**src/rtl/rsq_pkg.sv**
```systemverilog
package rsq_pkg;
  typedef enum logic [1:0] {
    PFX_NONE  = 2'd0,
    PFX_REP   = 2'd1,
    PFX_REPNE = 2'd2,
    PFX_RSVD  = 2'd3
  } pfx_e;

  typedef enum logic [2:0] {
    K_MOVE  = 3'd0,
    K_STORE = 3'd1,
    K_LOAD  = 3'd2,
    K_PIN   = 3'd3,
    K_POUT  = 3'd4,
    K_CMP   = 3'd5,
    K_SCAN  = 3'd6,
    K_OTHER = 3'd7
  } kind_e;

  typedef enum logic [1:0] {
    ASZ_16  = 2'd0,
    ASZ_32  = 2'd1,
    ASZ_64  = 2'd2,
    ASZ_RSV = 2'd3
  } asz_e;

  typedef enum logic [1:0] {
    M_ONCE     = 2'd0,
    M_PLAIN    = 2'd1,
    M_WHILE_EQ = 2'd2,
    M_WHILE_NE = 2'd3
  } mode_e;

  typedef enum logic {
    S_IDLE = 1'b0,
    S_RUN  = 1'b1
  } state_e;
endpackage

```
**src/rtl/rsq_decode.sv**
```systemverilog
module rsq_decode
  import rsq_pkg::*;
(
  input  pfx_e  pfx,
  input  kind_e kind,
  output logic  bad_pair,
  output mode_e mode
);
  logic is_cmp;

  assign is_cmp = (kind == K_CMP) || (kind == K_SCAN);

  always_comb begin
    bad_pair = 1'b0;
    mode     = M_ONCE;
    unique case (pfx)
      PFX_NONE: mode = M_ONCE;
      PFX_REP: begin
        if (kind == K_OTHER) mode = M_ONCE;
        else if (is_cmp)     mode = M_WHILE_EQ;
        else                 mode = M_PLAIN;
      end
      PFX_REPNE: begin
        if (is_cmp) mode = M_WHILE_NE;
        else        bad_pair = 1'b1;
      end
      default: bad_pair = 1'b1;
    endcase
  end
endmodule

```
**src/rtl/rsq_count.sv**
```systemverilog
module rsq_count
  import rsq_pkg::*;
#(
  parameter int CNT_W    = 64,
  parameter int NARROW_W = 16,
  parameter int MID_W    = 32
) (
  input  logic             clk,
  input  logic             rst,
  input  asz_e             asz,
  input  logic             load,
  input  logic [CNT_W-1:0] load_val,
  input  logic             dec_en,
  output logic [CNT_W-1:0] cnt,
  output logic             load_zero,
  output logic             one_left
);
  localparam logic [CNT_W-1:0] MASK_N = {{(CNT_W-NARROW_W){1'b0}}, {NARROW_W{1'b1}}};
  localparam logic [CNT_W-1:0] MASK_M = {{(CNT_W-MID_W){1'b0}}, {MID_W{1'b1}}};
  localparam logic [CNT_W-1:0] MASK_F = {CNT_W{1'b1}};

  logic [CNT_W-1:0] mask;
  logic [CNT_W-1:0] cnt_q;

  always_comb begin
    unique case (asz)
      ASZ_16:  mask = MASK_N;
      ASZ_32:  mask = MASK_M;
      default: mask = MASK_F;
    endcase
  end

  assign load_zero = ((load_val & mask) == '0);
  assign one_left  = ((cnt_q & mask) == CNT_W'(1));
  assign cnt       = cnt_q;

  always_ff @(posedge clk) begin
    if (rst) begin
      cnt_q <= '0;
    end else if (load) begin
      cnt_q <= load_val;
    end else if (dec_en) begin
      cnt_q <= (cnt_q & ~mask) | ((cnt_q - CNT_W'(1)) & mask);
    end
  end


  upper_keep_chk: assert property (@(posedge clk) disable iff (rst)
    (dec_en && !load && asz == ASZ_16) |=> $stable(cnt_q[CNT_W-1:NARROW_W]));


  low_dec_chk: assert property (@(posedge clk) disable iff (rst)
    (dec_en && !load && asz == ASZ_16) |=>
      cnt_q[NARROW_W-1:0] == $past(cnt_q[NARROW_W-1:0]) - NARROW_W'(1));
endmodule

```
**src/rtl/rsq_term.sv**
```systemverilog
module rsq_term
  import rsq_pkg::*;
(
  input  mode_e mode,
  input  logic  zf,
  input  logic  one_left,
  output logic  stop
);
  always_comb begin
    unique case (mode)
      M_ONCE:     stop = 1'b1;
      M_PLAIN:    stop = one_left;
      M_WHILE_EQ: stop = one_left || !zf;
      default:    stop = one_left || zf;
    endcase
  end
endmodule

```
**src/rtl/rsq_rep_seq.sv**
```systemverilog
module rsq_rep_seq
  import rsq_pkg::*;
#(
  parameter int CNT_W    = 64,
  parameter int NARROW_W = 16,
  parameter int MID_W    = 32
) (
  input  logic             clk,
  input  logic             rst,
  input  logic             start,
  input  logic [1:0]       pfx_code,
  input  logic [2:0]       op_kind,
  input  logic [1:0]       addr_size,
  input  logic [CNT_W-1:0] count_in,
  input  logic             step_ready,
  input  logic             zf_in,
  output logic             step_req,
  output logic             done,
  output logic             illegal,
  output logic             busy,
  output logic [CNT_W-1:0] count_out
);
  state_e state_q;
  mode_e  mode_q, dec_mode;
  asz_e   asz_q, asz_use;
  logic   step_q, done_q, ill_q;
  logic   bad_pair, load_zero, one_left, stop;
  logic   accept, dec_en;

  rsq_decode u_dec (
    .pfx      (pfx_e'(pfx_code)),
    .kind     (kind_e'(op_kind)),
    .bad_pair (bad_pair),
    .mode     (dec_mode)
  );

  assign accept  = (state_q == S_IDLE) && start;
  assign asz_use = (state_q == S_IDLE) ? asz_e'(addr_size) : asz_q;
  assign dec_en  = (state_q == S_RUN) && step_ready && (mode_q != M_ONCE);

  rsq_count #(
    .CNT_W    (CNT_W),
    .NARROW_W (NARROW_W),
    .MID_W    (MID_W)
  ) u_cnt (
    .clk       (clk),
    .rst       (rst),
    .asz       (asz_use),
    .load      (accept),
    .load_val  (count_in),
    .dec_en    (dec_en),
    .cnt       (count_out),
    .load_zero (load_zero),
    .one_left  (one_left)
  );

  rsq_term u_term (
    .mode     (mode_q),
    .zf       (zf_in),
    .one_left (one_left),
    .stop     (stop)
  );

  always_ff @(posedge clk) begin
    if (rst) begin
      state_q <= S_IDLE;
      mode_q  <= M_ONCE;
      asz_q   <= ASZ_16;
      step_q  <= 1'b0;
      done_q  <= 1'b0;
      ill_q   <= 1'b0;
    end else begin
      done_q <= 1'b0;
      ill_q  <= 1'b0;
      unique case (state_q)
        S_IDLE: begin
          if (start) begin
            asz_q  <= asz_e'(addr_size);
            mode_q <= dec_mode;
            if (bad_pair) begin
              done_q <= 1'b1;
              ill_q  <= 1'b1;
            end else if (dec_mode != M_ONCE && load_zero) begin
              done_q <= 1'b1;
            end else begin
              step_q  <= 1'b1;
              state_q <= S_RUN;
            end
          end
        end
        default: begin
          if (step_ready && stop) begin
            step_q  <= 1'b0;
            done_q  <= 1'b1;
            state_q <= S_IDLE;
          end
        end
      endcase
    end
  end

  assign step_req = step_q;
  assign done     = done_q;
  assign illegal  = ill_q;
  assign busy     = (state_q == S_RUN);


  req_hold_chk: assert property (@(posedge clk) disable iff (rst)
    (step_req && !step_ready) |=> step_req);


  cnt_wait_chk: assert property (@(posedge clk) disable iff (rst)
    (busy && !step_ready) |=> $stable(count_out));


  done_excl_chk: assert property (@(posedge clk) disable iff (rst)
    !(done && step_req));


  ill_with_done_chk: assert property (@(posedge clk) disable iff (rst)
    illegal |-> done);


  zero_start_chk: assert property (@(posedge clk) disable iff (rst)
    (accept && !bad_pair && dec_mode != M_ONCE && load_zero) |=> (done && !step_req));


  busy_start_chk: assert property (@(posedge clk) disable iff (rst)
    (busy && start && !step_ready) |=> (busy && $stable(count_out)));
endmodule

```
**config.mk**
```make
export PLATFORM = sky130hd
export DESIGN_NAME = rsq_rep_seq
export DESIGN_NICKNAME = d
export VERILOG_FILES = /design/src/rtl/rsq_pkg.sv /design/src/rtl/rsq_decode.sv /design/src/rtl/rsq_count.sv /design/src/rtl/rsq_term.sv /design/src/rtl/rsq_rep_seq.sv
export SDC_FILE = /design/constraint.sdc
export NUM_CORES = 1
export LEC_CHECK = 0
export BUFFER_PORTS_ARGS = -buffer_cell sky130_fd_sc_hd__buf_2
export CAP_MARGIN = 5
export CELL_PAD_IN_SITES_DETAIL_PLACEMENT = 1
export CELL_PAD_IN_SITES_GLOBAL_PLACEMENT = 1
export CORE_MARGIN = 3
export CORE_UTILIZATION = 37
export CTS_CLUSTER_SIZE = 20
export DETAILED_ROUTE_END_ITERATION = 8
export PLACE_DENSITY = 0.89
export SLEW_MARGIN = 15
export SYNTH_ARGS = -nofsm -noshare
export SYNTH_HDL_FRONTEND = slang
export SYNTH_SLANG_ARGS = --single-unit
```
**constraint.sdc**
```tcl
create_clock -name clk -period 2.5 [get_ports clk]
set_input_delay 0.5 -clock clk [delete_from_list [all_inputs] [get_ports clk]]
set_output_delay 0.5 -clock clk [all_outputs]
set_load 0.01 [all_outputs]
```
* After elaboration in Yosys (flattened, before gate mapping) *
Index checks and enable logic that the tools add are counted.

cells by class
  mux-type cells = 27
  add/subtract/negate cells = 1
  reductions and logical operators = 21
  bitwise logic cells = 8
  equality and inequality tests = 12

operator list
  operator                                               number
  AND 64 bit                                             4
  2-to-1 mux 64 bit                                      2
  one-hot mux 64 bit (2 select lines)                    1
  == test 64 x 1 -> 1 bit, second input constant         1
  zero test 64 bit                                       1
  inverter 64 bit                                        1
  bitwise OR 64 bit                                      1
  subtractor 64 x 1 -> 64 bit, second input constant     1
  2-to-1 mux 1 bit                                       17
  == test 3 bit, second input constant                   3
  2-to-1 mux 2 bit                                       4
  nonzero test 2 bit                                     4
  == test 2 x 1 -> 1 bit, second input constant          3
  zero test 2 bit                                        3
  logical AND 1 bit                                      5
  == test 2 bit, second input constant                   2
  inequality test 2 bit, second input constant           2
  one-hot mux 2 bit (2 select lines)                     1
  AND reduction 4 bit                                    1
  logical OR 1 bit                                       3
  one-hot mux 1 bit (3 select lines)                     1
  OR reduction 3 bit                                     1
  inequality test 2 x 1 -> 1 bit, second input constant  1
  inverter 1 bit                                         2
  other kinds (4)                                        4

word-level totals
  register bits after elaboration = 72
  logic and storage cells = 76
  bits of input ports = 76
  output and inout bits = 68

* Longest topological paths before layout *
Gate-level depths: netlist of run 1.

  depth after elaboration = 11
  gate-level depth with buffers = 9
  mapped depth without buffers = 8

* Cells and area by module *
Synthesis of run 1 repeated with hierarchy kept, for this count alone.

second synthesis, totals
  cells, all modules = 601
  area total of the unflattened synthesis = 4655.7 um^2

by module, submodules not included
  module       instances  sequential area each (um^2)  cells each  area each (um^2)
  rsq_count    1          1281.2                       545         4152.7
  rsq_rep_seq  1          160.2                        38          362.8
  rsq_decode   1          0.0                          14          116.4
  rsq_term     1          0.0                          4           23.8

* Least setup slack after synthesis of run 1 *
No wires, ideal clock.

  path type = register to register
  from = register with a tool-made name
  to = register step_q (netlist: step_req)
  arrival time = 2.083 ns
  path buffers = 0
  setup slack = 0.301 ns
  library setup time = 0.116 ns
  cell stages (with the launch flop) = 7
  data required time = 2.384 ns
  period minus slack after synthesis = 2.199 ns
  cell sequence = dfxtp_1 > or4_4 > nor4_4 > nand4b_1 > a211oi_2 > nand2_1 > a31o_1

RTL lines
  item                    line               source
  end signal: assignment  rsq_rep_seq.sv:69  step_q <= 1'b0;
  end signal: assignment  rsq_rep_seq.sv:86  step_q <= 1'b1;
  end signal: assignment  rsq_rep_seq.sv:93  step_q <= 1'b0;
  end: declaration        rsq_rep_seq.sv:26  logic step_q, done_q, ill_q;

==> results of run 1 <==
-- path summary, 6_finish.rpt --
kind | startpoint | to | slack, ps
setup / recovery | busy$_SDFF_PP0_ | register | 30
hold / removal | count_in[8] | u_cnt.cnt[8]$_SDFFE_PP0P_ | 430
setup reg to reg | busy$_SDFF_PP0_ | register | 30
hold reg to reg | asz_q[0]$_SDFFE_PP0P_ | asz_q[0]$_SDFFE_PP0P_ | 470
-- final cells by class --
cell class | instances | area (µm²) | area share (%)
multi-input cells | 501 | 3112 | 50.62
flip-flops and latches | 72 | 1441 | 23.45
repair buffers | 182 | 1021 | 16.61
clock buffers | 13 | 280.3 | 4.559
well taps | 168 | 210.2 | 3.420
clock inverters | 2 | 60.06 | 0.9770
inverters | 6 | 22.52 | 0.3664
-- tightest hold or removal path, stage by stage --
cell and delay [ps]:
buf_2 100, nand2_1 50, a21oi_1 50
-- Yosys cell counts, types with 4 or more instances --
| cell | number | share of area (%) |
|---|---|---|
| nor3_2 | 5 | 1.1 |
| nand3_1 | 22 | 2.4 |
| buf_2 | 6 | 0.64 |
| o311ai_0 | 4 | 0.75 |
| dfxtp_1 | 72 | 31 |
| ha_1 | 5 | 1.3 |
| nand4_1 | 15 | 2.0 |
| or4_1 | 7 | 1.1 |
| and3_1 | 15 | 2.0 |
| clkbuf_1 | 28 | 2.2 |
| nor4_4 | 4 | 1.8 |
| o22ai_1 | 17 | 2.3 |
| o21ai_0 | 36 | 3.9 |
| inv_1 | 5 | 0.40 |
| nor4_1 | 40 | 5.4 |
| nor2_1 | 53 | 4.3 |
| a21oi_1 | 49 | 5.2 |
| or3_1 | 12 | 1.6 |
| nand2b_1 | 4 | 0.54 |
| xor2_1 | 11 | 2.1 |
| xnor2_1 | 8 | 1.5 |
| a31oi_1 | 19 | 2.5 |
| a22oi_1 | 13 | 2.1 |
| and2_1 | 5 | 0.67 |
| mux2i_1 | 5 | 1.1 |
| nor3_1 | 25 | 2.7 |
| o211ai_1 | 6 | 0.96 |
| a221oi_1 | 6 | 1.1 |
| o31ai_1 | 6 | 0.96 |
| nand2_1 | 59 | 4.7 |
-- report_power, final --
group | switching (mW) | internal (mW)
logic | 0.594 | 0.393
clock network | 0.516 | 0.978
registers | 0.137 | 1.23
-- per-layer routing --
| metal | track usage (%) | part of all wire [%] | routed length [µm] |
|---|---|---|---|
| met4 | 13.76 | 4.4 | 912 |
| met3 | 6.555 | 8.5 | 1759 |
| met5 | 0 | 0 | 0 |
| met1 | 35.78 | 40 | 8302 |
| met2 | 47.16 | 47 | 9774 |
-- repair_timing --
item,CTS,global route
setup endpoints to repair,0,16
buffers inserted,0,4
gates resized for setup,0,6
hold buffers,0,0
-- stage by stage --
step | cell area [µm²] | hold WS, ps | total power, mW | utilization (%)
floorplan | 4673 | 431.5 | 1.888 | -
global placement | 5746 | 444.2 | 2.244 | 47.24
detailed placement | 5746 | 465.0 | 2.297 | 47.24
CTS | 6086 | 419.7 | 3.800 | 50.04
global route | 6147 | 429.4 | 3.996 | 50.55
finish | 6147 | 425.7 | 3.846 | 50.55
-- kinds of logic after synthesis --
kind of cell | Yosys count | share of synthesized area, %
AOI/OAI and AO/OA | 180 | 24.55
and+or+nand+nor | 291 | 34.86
xor gates and xnor gates | 19 | 3.561
buffers and inverters | 42 | 3.534
adders and majority gates | 5 | 1.339
muxes | 6 | 1.312
DFF | 72 | 30.84
==> impl_metrics.py, run 1 <==
metrics = {
    "flow_run": {
        "maxCapViolations": 0,
    },
    "clocking": {
        "clkLatencyLatePin_ps": 340,
        "cts_root_buf": "clkbuf_16",
        "cts.sink_count": 72,
        "path_clk_slew_ps": 60,
        "numCtsBuffers": 9,
        "htreeDepth": 3,
        "cts_tree": "done",
        "cts_buffer_depth": 2,
    },
    "drt": {
        "via_per_inst": 6.480,
        "dr.pass1.iters": 5,
        "wl_per_cell_um": 21.98,
        "vias": 6117,
        "drc": 0,
        "antenna_left": 0,
        "wirelength_um": 20750,
        "drt_iter0_drc": 504,
    },
    "sta": {
        "slew_violations": 0,
        "clock-skew-final_ps": 4.880,
        "max_freq_mhz": 404.6,
        "period_minus_slack_ps": 2471,
        "relSlewSlack_pct": 58.92,
        "worst_slew_pin_slew_ps": 613.3,
        "hold_viol": 0,
        "finalCritPeriodShare_pct": 98.86,
        "setup_viol": 0,
        "tns_ps": 0,
        "setup_slack_ps": 28.62,
    },
    "hold_path": {
        "holdPathStages": 3,
        "hp-class": "primary input to register",
    },
    "synth": {
        "synth-seq-cells": 72,
        "synth-async-reset-ratio_pct": 0,
        "ys.flop_type": "dfxtp_1",
        "synth_edf_count": 0,
        "avgSynthCellArea_um2": 7.599,
        "ys_types": 66,
        "syn-cell-area_um2": 4673,
        "ys_seq_area_share_pct": 30.84,
        "syn_nets": 696,
        "yosys_warnings": 0,
        "syn_inst": 615,
    },
    "die": {
        "core.rowCount": 40,
        "coreArea_um2": 12160,
        "die_w_um": 118.4,
        "start_util_pct": 38.43,
        "io_pins": 144,
        "dieArea_um2": 14020,
        "dieHeight_um": 118.4,
    },
    "grt": {
        "grt_max_degree": 39,
        "first_global_vias": 6285,
        "grtUsageTotal_pct": 28.80,
        "antenna_found_initial": 0,
        "gr-total-overflow": 0,
        "grt_pass1_wl_um": 33170,
    },
    "final_layout": {
        "nets": 853,
        "n_antenna_cell": 0,
        "num-fill-cells": 1565,
        "syn_to_final_growth_pct": 31.54,
        "drive_gt1_share_pct": 29.51,
        "mostFrequentLayoutCells": "buf_2 (143), dfxtp_1 (72), nand2_1 (59)",
        "final_common_cell": "buf_2",
        "instances_no_fill": 944,
    },
    "worst_setup_path": {
        "arrival_ps": 2680,
        "critical_path.max_stage_delay_ps": 630,
        "crit_chain": "o211a_1 -> nand3_1 -> nand2_1 -> o21ai_0 -> a22oi_1 -> nor2_1",
        "worst_setup_path_start_kind": "register",
        "cp.required_ps": 2710,
        "cp.depth": 6,
        "r2r_cells": 6,
        "critPathSlowestCell": "dfxtp_1",
        "cp_num_buf_inv": 0,
        "worst-setup-path-type": "register to register",
        "critPathCaptureType": "register",
        "cp_max_fo": 12,
        "cp_top_family": "compound AO/OA/AOI/OAI gates",
    },
    "pwr": {
        "powerDensity_nw_per_um2": 625.6,
        "irDropWorstVdd_mv": 0.3642,
        "leakage_nw": 2.526,
    },
    "place": {
        "gp_congestion": 0.9536,
        "dp_worst_setup_slack_ps": 26.22,
        "dp.cells": 925,
        "io_buffers": 143,
        "place_hpwl_um": 14710,
    },
    "run_status": {
        "outcome": "completed",
    },
}
No activity file was read; power rests on OpenSTA's default activity.
==> inputs of run 2 (changes only) <==
--- a/config.mk
+++ b/config.mk
@@ -17,4 +17,5 @@
 export SLEW_MARGIN = 15
 export SYNTH_ARGS = -nofsm -noshare
 export SYNTH_HDL_FRONTEND = slang
+export SYNTH_HIERARCHICAL = 1
 export SYNTH_SLANG_ARGS = --single-unit
==> run 2 against run 1 <==
  * The run now ends with setup timing left
  * Sequential cell count unchanged
  * Sequential share of layout area decreased by 1.3 points
  * Clock skew grew 5.4 ps
  * Sequential power hardly changed
  * Register-to-register slack worse by 240 ps
  * Clock power is 5% lower
  * Wire length rose by 2.1%
  * Die area fell by 0.35%
  * Area after synthesis down 0.37%
  * Global-route usage fell by 0.79 points
  * Via count down 1.9%
  * Design area increased by 6.3%
==> impl_metrics.py, run 2 <==
metrics = {
    "run_status": {
        "outcome": "finished with violations",
        "violations": "setup timing",
    },
    "grt": {
        "grtUsageTotal_pct": 28.00,
        "top_usage_layer": "met2",
        "grt_use_met1_pct": 31.53,
        "antenna_found_initial": 0,
        "grt_max_degree": 63,
        "gr-total-overflow": 0,
        "first_global_vias": 6366,
        "grt_pass1_wl_um": 32130,
        "grt_use_met2_pct": 48.84,
        "grt.met3_usage_pct": 6.699,
    },
    "drt": {
        "wirelength_um": 21180,
        "vias": 6002,
        "drc": 0,
        "dr.pass1.iters": 5,
        "wl_per_cell_um": 21.74,
        "antenna_left": 0,
        "drt_iter0_drc": 416,
        "via_per_inst": 6.162,
    },
    "hold_path": {
        "holdPathStages": 3,
        "min_from": "count_in[6]",
        "hp-class": "primary input to register",
        "holdPathEnd": "u_cnt/cnt[6]$_SDFFE_PP0P_",
    },
    "place": {
        "dp_worst_setup_slack_ps": -156.9,
        "gp_congestion": 0.9186,
        "dp.cells": 951,
        "dpl_cell_area_um2": 6085,
        "io_buffers": 143,
        "place_hpwl_um": 14570,
    },
    "worst_setup_path": {
        "cp.required_ps": 2710,
        "r2r_cells": 11,
        "critical_path.max_stage_delay_ps": 560,
        "cp_max_fo": 3,
        "rrSetupSlack_ps": -220,
        "critPathSlowestCell": "or4_4",
        "crit_chain": "or4_4 -> or4_4 -> buf_6 -> nor4_4 -> a22oi_1 -> nor2_1 -> nor2b_1 -> mux2i_1 -> nand3_1 -> nand2_2 -> a21oi_2",
        "worst-setup-path-type": "register to register",
        "critPathCaptureType": "register",
        "reg2reg_to": "step_req$_SDFFE_PP0P_",
        "crit_top_cell": "or4_4",
        "worst_setup_path_start_kind": "register",
        "arrival_ps": 2920,
    },
    "clocking": {
        "numCtsBuffers": 9,
        "clkLatencyLatePin_ps": 340,
        "htreeDepth": 3,
        "cts_root_buf": "clkbuf_16",
        "cts_buffer_depth": 2,
        "cts_tree": "done",
        "path_clk_slew_ps": 60,
        "cts.sink_count": 72,
    },
    "sta": {
        "setup_viol": 5,
        "period_minus_slack_ps": 2716,
        "clock-skew-final_ps": 10.30,
        "slew_violations": 0,
        "setup_slack_ps": -216.2,
        "hold_viol": 0,
        "holdWs_ps": 418.6,
        "worst_slew_pin_slew_ps": 648.4,
        "max_freq_mhz": 368.2,
        "rsz0062_at_grt": "yes",
        "finalCritPeriodShare_pct": 108.6,
        "relSlewSlack_pct": 56.44,
        "tns_ps": -725.4,
    },
    "die": {
        "coreArea_um2": 12160,
        "dieArea_um2": 13970,
        "start_util_pct": 38.28,
        "io_pins": 144,
        "core.rowCount": 40,
        "die_w_um": 118.2,
        "dieHeight_um": 118.2,
    },
    "pwr": {
        "power.share.clock_pct": 36.7,
        "irDropWorstVdd_mv": 0.2471,
        "seqPwrFrac_pct": 35.3,
        "p_int_mw": 2.598,
        "finalPower_mw": 3.842,
        "swShare_pct": 32.38,
        "combPwrFrac_pct": 28.1,
        "leakage_nw": 2.723,
        "powerDensity_nw_per_um2": 588.1,
        "switchingPower_mw": 1.244,
    },
    "final_layout": {
        "drive_gt1_share_pct": 35.86,
        "seqCellArea_um2": 1448,
        "final_util_pct": 53.71,
        "syn_to_final_growth_pct": 40.31,
        "mostFrequentLayoutCells": "buf_2 (143), buf_4 (78), nor2_1 (71)",
        "num-fill-cells": 1546,
        "n_antenna_cell": 0,
        "final_common_cell": "buf_2",
        "multi_input_area_um2": 3144,
        "instances_no_fill": 974,
        "nets": 882,
        "stdcell_area_um2": 6533,
    },
    "synth": {
        "syn-cell-area_um2": 4656,
        "syn_nets": 682,
        "yosys_warnings": 6,
        "synth_edf_count": 0,
        "synth_area_leaders": "dfxtp_1 (31%), nor4_1 (6.6%), nor2_1 (5.8%), xnor2_1 (4.5%), a211oi_1 (3.9%)",
        "synth_largest_area_cell": "dfxtp_1",
        "synth-seq-cells": 72,
        "synth_top_area_share_pct": 30.96,
        "ys.flop_type": "dfxtp_1",
        "syn_inst": 601,
        "synth-async-reset-ratio_pct": 0,
        "ys_seq_area_share_pct": 30.96,
        "ys_types": 63,
        "synthTopCellsByCount": "dfxtp_1 (72), nor2_1 (72), nor4_1 (49)",
        "avgSynthCellArea_um2": 7.747,
    },
    "flow_run": {
        "maxCapViolations": 0,
    },
}
run 2: changes by cell type after synthesis, sizes merged, moves of 12 or more:
cell    previous run  this run
a31oi             19         4
o21ai             37        17
a22oi             13         1
a211oi             3        24
nand2             61        40
xnor2              8        24
nor2              53        72
a21oi             49        26
o22ai             17         0
run 2: area by class of cell:
type / count / area share (%)
Multi-Input combinational cell: 478 / 48.13
Sequential cell: 72 / 22.16
Timing Repair Buffer: 224 / 20.70
Clock buffer: 13 / 3.831
Tap cell: 168 / 3.218
Clock inverter: 3 / 0.9960
Inverter: 16 / 0.9577
run 2: worst max-delay path by stage:
| stage | end | start | cells after the start | slack [ps] |
|---|---|---|---|---|
| global route | step_req$_SDFFE_PP0P_ | register | 11 | -360 |
| global placement | step_req$_SDFFE_PP0P_ | register | 11 | -90 |
| CTS | step_req$_SDFFE_PP0P_ | register | 11 | -110 |
| floorplan | step_req$_SDFFE_PP0P_ | register | 12 | -140 |
| finish | step_req$_SDFFE_PP0P_ | register | 11 | -220 |
| detailed placement | step_req$_SDFFE_PP0P_ | register | 11 | -160 |
run 2: cells by family after synthesis:
kind of cell	count (synthesis)	share of synthesized area (%)
fa+ha+maj	5	1.344
flops	72	30.96
compound gates	120	18.36
simple gates	313	37.36
xor+xnor	32	6.020
mux	8	1.774
buf+inv	51	4.192
run 2: worst max-delay path: cells and delay by family, from the launching register on:
| family | cells | cell delay (ps) |
|---|---|---|
| buffers and inverters | 1 | 150 |
| multiplexers | 1 | 210 |
| AND/OR/NAND/NOR | 7 | 1720 |
| flip-flops | 1 | 320 |
| AO/OA/AOI/OAI | 2 | 180 |
run 2: timing repair:
action,CTS,global route
gates resized for setup,5,14
hold buffers,0,0
setup buffers,0,7
setup endpoints to repair,7,12
pin swaps,4,11
run 2: per-layer routing:
layer | up-vias | wire (µm)
met1 | 2932 | 8446
li1 | 2693 | -
met2 | 302 | 10530
met3 | 75 | 1431
met5 | - | 0
met4 | 0 | 774
run 2: power by group through the flow:
| stage | clock network (mW) | registers, mW | logic, mW |
|---|---|---|---|
| detailed placement | 0 | 1.37 | 0.983 |
| finish | 1.41 | 1.35 | 1.08 |
| global placement | 0 | 1.36 | 0.940 |
| global route | 1.47 | 1.37 | 1.15 |
| CTS | 1.42 | 1.35 | 1.01 |
| floorplan | 0 | 1.41 | 0.461 |
